===== src/rtl/rxq_pkg.sv =====
package rxq_pkg;
  localparam int CFG_W    = 32;
  localparam int FIELD_W  = 7;
  localparam int BASE_W   = 14;

  typedef struct packed {
    logic               ovw;
    logic [FIELD_W-1:0] wm;
    logic [FIELD_W-1:0] cnt;
    logic [BASE_W-1:0]  base;
  } rxq_cfg_t;

  function automatic logic [CFG_W-1:0] pack_cfg(rxq_cfg_t c);
    return {c.ovw, c.wm, 1'b0, c.cnt, c.base, 2'b00};
  endfunction
endpackage


===== src/rtl/rxq_cfg_reg.sv =====
module rxq_cfg_reg
  import rxq_pkg::*;
#(
  parameter int MAX_ELEMS = 64,
  localparam int FILL_W = $clog2(MAX_ELEMS + 1)
) (
  input  logic              clk,
  input  logic              rst,
  input  logic              chg_en,
  input  logic              init,
  input  logic              wr,
  input  logic [CFG_W-1:0]  wdata,
  output rxq_cfg_t          cfg,
  output logic [CFG_W-1:0]  rdata,
  output logic              reload,
  output logic [FILL_W-1:0] eff_cnt,
  output logic [FILL_W-1:0] wm_lvl
);
  localparam logic [FIELD_W-1:0] MAX_F = FIELD_W'(MAX_ELEMS);

  assign reload = wr && chg_en && init;

  always_ff @(posedge clk) begin
    if (rst) begin
      cfg <= '0;
    end else if (reload) begin
      cfg.ovw  <= wdata[31];
      cfg.wm   <= wdata[30:24];
      cfg.cnt  <= wdata[22:16];
      cfg.base <= wdata[15:2];
    end
  end

  assign rdata = pack_cfg(cfg);

  always_comb begin
    eff_cnt = (cfg.cnt > MAX_F) ? FILL_W'(MAX_ELEMS) : FILL_W'(cfg.cnt);
    wm_lvl  = (cfg.wm > MAX_F) ? '0 : FILL_W'(cfg.wm);
  end
endmodule


===== src/rtl/rxq_index.sv =====
module rxq_index #(
  parameter int MAX_ELEMS = 64,
  localparam int FILL_W = $clog2(MAX_ELEMS + 1),
  localparam int IDX_W  = (MAX_ELEMS > 1) ? $clog2(MAX_ELEMS) : 1
) (
  input  logic              clk,
  input  logic              rst,
  input  logic              reload,
  input  logic              ovw,
  input  logic [FILL_W-1:0] eff_cnt,
  input  logic [FILL_W-1:0] wm_lvl,
  input  logic              store,
  input  logic              ack,
  input  logic              clr_wm,
  input  logic              clr_lost,
  output logic [IDX_W-1:0]  put_idx,
  output logic [IDX_W-1:0]  get_idx,
  output logic [FILL_W-1:0] fill,
  output logic              full,
  output logic              lost,
  output logic              wm_irq
);
  logic              pop, push, adv_get_ovw, drop, has_q, full_now;
  logic [IDX_W-1:0]  put_n, get_n;
  logic [FILL_W-1:0] fill_n;

  function automatic logic [IDX_W-1:0] step_idx(logic [IDX_W-1:0] i,
                                                logic [FILL_W-1:0] n);
    return ((FILL_W'(i) + FILL_W'(1)) >= n) ? '0 : i + IDX_W'(1);
  endfunction

  always_comb begin
    has_q       = (eff_cnt != '0);
    full_now    = has_q && (fill == eff_cnt);
    pop         = ack && (fill != '0);
    push        = 1'b0;
    adv_get_ovw = 1'b0;
    drop        = 1'b0;
    if (store) begin
      if (!has_q)                 drop = 1'b1;
      else if (!full_now || pop)  push = 1'b1;
      else if (ovw) begin
        push        = 1'b1;
        adv_get_ovw = 1'b1;
      end else                    drop = 1'b1;
    end
    put_n  = push ? step_idx(put_idx, eff_cnt) : put_idx;
    get_n  = (pop || adv_get_ovw) ? step_idx(get_idx, eff_cnt) : get_idx;
    fill_n = fill + FILL_W'(push && !adv_get_ovw) - FILL_W'(pop);
    if (reload) begin
      put_n  = '0;
      get_n  = '0;
      fill_n = '0;
    end
  end

  always_ff @(posedge clk) begin
    if (rst) begin
      put_idx <= '0;
      get_idx <= '0;
      fill    <= '0;
      full    <= 1'b0;
      lost    <= 1'b0;
      wm_irq  <= 1'b0;
    end else begin
      put_idx <= put_n;
      get_idx <= get_n;
      fill    <= fill_n;
      full    <= has_q && !reload && (fill_n == eff_cnt);
      if (drop && !reload) lost <= 1'b1;
      else if (clr_lost)   lost <= 1'b0;
      if ((wm_lvl != '0) && (fill < wm_lvl) && (fill_n >= wm_lvl)) wm_irq <= 1'b1;
      else if (clr_wm)                                             wm_irq <= 1'b0;
    end
  end
endmodule


===== src/rtl/rxq_addr_gen.sv =====
module rxq_addr_gen #(
  parameter int ADDR_W     = 16,
  parameter int BASE_W     = 14,
  parameter int IDX_W      = 6,
  parameter int ELEM_WORDS = 4,
  parameter int NPORTS     = 2
) (
  input  logic                          clk,
  input  logic                          rst,
  input  logic [BASE_W-1:0]             base,
  input  logic [NPORTS-1:0][IDX_W-1:0]  idx,
  output logic [NPORTS-1:0][ADDR_W-1:0] addr
);
  for (genvar g = 0; g < NPORTS; g++) begin : g_port
    always_ff @(posedge clk) begin
      if (rst) addr[g] <= '0;
      else     addr[g] <= ADDR_W'(base) + ADDR_W'(idx[g]) * ADDR_W'(ELEM_WORDS);
    end
  end
endmodule


===== src/rtl/rxq_ctrl.sv =====
module rxq_ctrl
  import rxq_pkg::*;
#(
  parameter int MAX_ELEMS  = 64,
  parameter int ELEM_WORDS = 4,
  parameter int ADDR_W     = 16,
  localparam int FILL_W = $clog2(MAX_ELEMS + 1)
) (
  input  logic              clk,
  input  logic              rst,
  input  logic              cfg_chg_en,
  input  logic              cfg_init,
  input  logic              cfg_wr,
  input  logic [31:0]       cfg_wdata,
  output logic [31:0]       cfg_rdata,
  input  logic              store_req,
  input  logic              host_ack,
  input  logic              clr_wm,
  input  logic              clr_lost,
  output logic [ADDR_W-1:0] wr_addr,
  output logic [ADDR_W-1:0] rd_addr,
  output logic [FILL_W-1:0] fill_level,
  output logic              full,
  output logic              msg_lost,
  output logic              wm_irq
);
  localparam int IDX_W = (MAX_ELEMS > 1) ? $clog2(MAX_ELEMS) : 1;

  rxq_cfg_t                    cfg;
  logic                        reload;
  logic [FILL_W-1:0]           eff_cnt, wm_lvl;
  logic [IDX_W-1:0]            put_idx, get_idx;
  logic [1:0][ADDR_W-1:0]      addrs;

  rxq_cfg_reg #(.MAX_ELEMS(MAX_ELEMS)) u_cfg (
    .clk(clk), .rst(rst), .chg_en(cfg_chg_en), .init(cfg_init),
    .wr(cfg_wr), .wdata(cfg_wdata), .cfg(cfg), .rdata(cfg_rdata),
    .reload(reload), .eff_cnt(eff_cnt), .wm_lvl(wm_lvl)
  );

  rxq_index #(.MAX_ELEMS(MAX_ELEMS)) u_idx (
    .clk(clk), .rst(rst), .reload(reload), .ovw(cfg.ovw),
    .eff_cnt(eff_cnt), .wm_lvl(wm_lvl), .store(store_req), .ack(host_ack),
    .clr_wm(clr_wm), .clr_lost(clr_lost), .put_idx(put_idx),
    .get_idx(get_idx), .fill(fill_level), .full(full), .lost(msg_lost),
    .wm_irq(wm_irq)
  );

  rxq_addr_gen #(
    .ADDR_W(ADDR_W), .BASE_W(BASE_W), .IDX_W(IDX_W),
    .ELEM_WORDS(ELEM_WORDS), .NPORTS(2)
  ) u_addr (
    .clk(clk), .rst(rst), .base(cfg.base),
    .idx({get_idx, put_idx}), .addr(addrs)
  );

  assign wr_addr = addrs[0];
  assign rd_addr = addrs[1];
endmodule


===== config.mk =====
export PLATFORM = sky130hd
export DESIGN_NAME = rxq_ctrl
export DESIGN_NICKNAME = d
export VERILOG_FILES = /design/src/rtl/rxq_pkg.sv /design/src/rtl/rxq_cfg_reg.sv /design/src/rtl/rxq_index.sv /design/src/rtl/rxq_addr_gen.sv /design/src/rtl/rxq_ctrl.sv
export SDC_FILE = /design/constraint.sdc
export NUM_CORES = 1
export LEC_CHECK = 0
export CORE_ASPECT_RATIO = 0.7
export CORE_UTILIZATION = 50
export DETAILED_ROUTE_END_ITERATION = 12
export PLACE_DENSITY = 0.81
export RECOVER_POWER = 100
export SYNTH_ARGS = -nofsm -noshare
export SYNTH_HDL_FRONTEND = slang
export SYNTH_SLANG_ARGS = --single-unit

===== constraint.sdc =====
create_clock -name clk -period 4.98 [get_ports clk]
set_input_delay 0.498 -clock clk [delete_from_list [all_inputs] [get_ports clk]]
set_output_delay 0.498 -clock clk [all_outputs]
set_load 0.01 [all_outputs]

==> impl_metrics.csv, run 1 <==
group,metric,value,unit
routing,routed.top_layer,"met4",
synthesis,async_flop_share,0,%
critical_path,worstPathArrival,4.70,ns
grt,grt_pass1_wl,20000,um
sta,tightest_slew,2.76,ns
synthesis,yosys.area.top_type_share,34.2,%
sta,max_freq,224,MHz
critical_path,slowest_delay,0.64,ns
routing,routed_wl,12500,um
synthesis,yosysWarningCount,0,
power,power.leakage,2.54,nW
synthesis,synthTopCellsByArea,"dfxtp_1 (34%), ha_1 (14%), nand2_1 (6.4%)",
sta,finalSetupViolCount,0,
routing,vias,4381,
critical_path,cp_common_cell,"ha_1",
sta,hold_slack,0.472,ns
power,power_switching,0.896,mW
sta,rsz0062_at_grt,"no",
routing,dr.pass1.iters,4,
synthesis,yosysSeqAreaShare,34.2,%
critical_path,critPathCaptureType,"register",
synthesis,yosysUniqueCellTypes,53,
cts,h-tree-depth,3,
critical_path,criticalPathCategory,"register to register",
cts,path_clk_slew,0.06,ns
hold_path,hold_class,"register to register",
synthesis,synth.avg_cell_area,8.26,um^2
critical_path,cp_top_family,"compound AO/OA/AOI/OAI gates",
critical_path,cp-start-kind,"register",
finish,post-route-util,68.6,%
critical_path,slowest_stage,"a2111oi_0",
synthesis,synth-edff-count,0,
sta,min_period_over_period,89.8,%
cts,cts_tree,"done",
job,drv_cap,1,
sta,hold_viol,0,
routing,dr_wl_met3,1170,um
placed_design,dpl.hpwl,9350,um
floorplanning,start_util,53.0,%
cts,cts_resized,0,
finish,nets,752,
floorplanning,dieArea,9640,um^2
cts,cts.sinks,79,
floorplanning,dieHeight,82.5,um
finish,antenna_cells,0,
power,power.total,2.35,mW
floorplanning,core-area,8720,um^2
grt,antenna_found_initial,0,
critical_path,crit_chain,"inv_1 -> ha_1 -> nor4b_1 -> a21boi_0 -> a2111oi_0 -> a21oi_1 -> ha_1 -> fa_1 -> a211o_1 -> a31oi_1 -> o21bai_1 -> mux2i_1 -> or4b_1 -> a2111oi_2",
routing,drtAntennaViolNets,0,
synthesis,synth_top_flop_cell,"dfxtp_1",
synthesis,synth_largest_area_cell,"dfxtp_1",
sta,slew_violations,65,
sta,totalNegativeSetupSlack,0,ns
cts,cts_setup_buffers,0,
power,max-vdd-ir-drop,196,uV
synthesis,synth_cells,560,
power,clockPowerShare,25.7,%
cts,root_buffer,"clkbuf_16",
routing,drc,0,
critical_path,critPathBufInv,1,
floorplanning,row_count,28,
cts,numCtsBuffers,9,
power,power_per_cell_area,392,nW/um^2
floorplanning,die_w,117,um
grt,grt_pass1_vias,4086,
placed_design,numPortBuffers,106,
sta,min_period,4.47,ns
outcome,violations,"max-capacitance violations, max-slew violations",
power,power_frac_seq,31.8,%
finish,layout_common_cells,"nand2_1 (79), dfxtp_1 (79), dlygate4sd3_1 (69)",
floorplanning,io_pins,115,
cts,clockBufferDepth,2,
routing,drt-met1-wl,5870,um
outcome,status,"finished with violations",
power,internal_power,1.45,mW
finish,drive_gt1_share,4.83,%
cts,hold_buffers,0,
power,netSwitchingFraction,38.2,%
sta,slew_headroom,-84.1,%
finish,syn_to_final_growth,29.5,%
placed_design,gp_congestion,0.874,
critical_path,cp_max_fo,6,
grt,gr-total-overflow,0,
routing,drtIter0Drc,304,
critical_path,worst_ep_required_time,5.21,ns
synthesis,syn_area,4620,um^2
grt,grt_usage,27.6,%
synthesis,ys_ff_latch,79,
cts,insertion_delay,0.34,ns
routing,wl_per_cell,16.0,um
sta,skew,0.00502,ns
routing,wl_met2,5330,um
routing,vias_per_cell,5.60,
grt,grt_max_degree,65,
power,pwr-share-comb,42.5,%
stage by stage:
stage	std cells	setup slack, ns	area (um^2)
after floorplan	564	1.18	4640
after global placement	767	0.771	5730
after detailed placement	767	0.663	5730
after CTS	783	0.660	6000
after global routing	783	0.170	5990
final	783	0.506	5990
per-layer routing:
metal  vias to the layer above  global-route usage [%]
met5                         -                       0
met3                        14                    7.96
met4                         0                    9.37
li1                       2133                       -
met1                      2042                    38.9
met2                       192                    40.1
flip-flops by register name, summed over array words and instances, names as in the netlist:
signal,cells
u_idx.fill,7
u_addr.addr,28
u_idx.lost,1
u_idx.wm_irq,1
u_idx.get_idx,6
u_idx.full,1
u_cfg.cfg,29
u_idx.put_idx,6
cells in the mapped netlist, drive strengths merged, types with 2 or more instances:
| library cell | number |
|---|---|
| nor3 | 13 |
| nand2b | 17 |
| o211ai | 3 |
| and3 | 3 |
| nand4 | 2 |
| o221ai | 2 |
| a21oi | 48 |
| o21ai | 17 |
| ha | 50 |
| nor2 | 41 |
| dfxtp | 79 |
| nand3 | 24 |
| a31o | 3 |
| o2111ai | 5 |
| a21boi | 4 |
| fa | 3 |
| clkbuf | 15 |
| nand2 | 79 |
| o21a | 4 |
| mux2i | 8 |
| o31ai | 3 |
| a211oi | 7 |
| xor2 | 7 |
| a2111oi | 3 |
| buf | 12 |
| or2 | 9 |
| nor3b | 2 |
| a31oi | 4 |
| nor2b | 14 |
| a211o | 2 |
| or4 | 2 |
| a21o | 12 |
| o22ai | 3 |
| xnor2 | 14 |
| inv | 32 |
| or3 | 2 |
cells by family after synthesis:
kind of cell / synth area share [%]
AOI/OAI and AO/OA: 17.9
xor gates and xnor gates: 3.98
adders and majority gates: 14.8
buffers and inverters: 5.76
DFF: 34.2
muxes: 1.73
other: 0.0811
and+or+nand+nor: 21.6
layout make-up:
cell class,instances,area [um^2]
Timing Repair Buffer,110,1080
Inverter,32,120
Fill cell,692,2740
Multi-Input combinational cell,426,2790
Tap cell,120,150
Clock inverter,4,31.3
Sequential cell,79,1580
Clock buffer,12,236
worst paths after layout:
path / slack [ns] / start / endpoint / cells past startpoint
max: 0.51 / u_idx.fill[3] / u_idx.full / 14
min: 0.47 / u_idx.lost / u_idx.lost / 1
max reg2reg: 0.51 / u_idx.fill[3] / u_idx.full / 14
min reg2reg: 0.47 / u_idx.lost / u_idx.lost / 1
power by group through the flow:
stage                     Combinational [mW]  Clock [mW]  Sequential [mW]
after floorplan                        0.673           0            0.751
after global placement                 0.945           0            0.757
after detailed placement               0.985           0            0.758
after CTS                              0.998       0.610            0.745
after global routing                    1.10       0.638            0.751
final                                  0.997       0.603            0.747
Note: power is estimated with default switching activity, not from simulation.
==> inputs of run 2 (changes only) <==
- HOLD_SLACK_MARGIN: unset -> 0.15
==> results of run 2 <==
The final DEF is identical to that of run 1; final timing and power are the same.
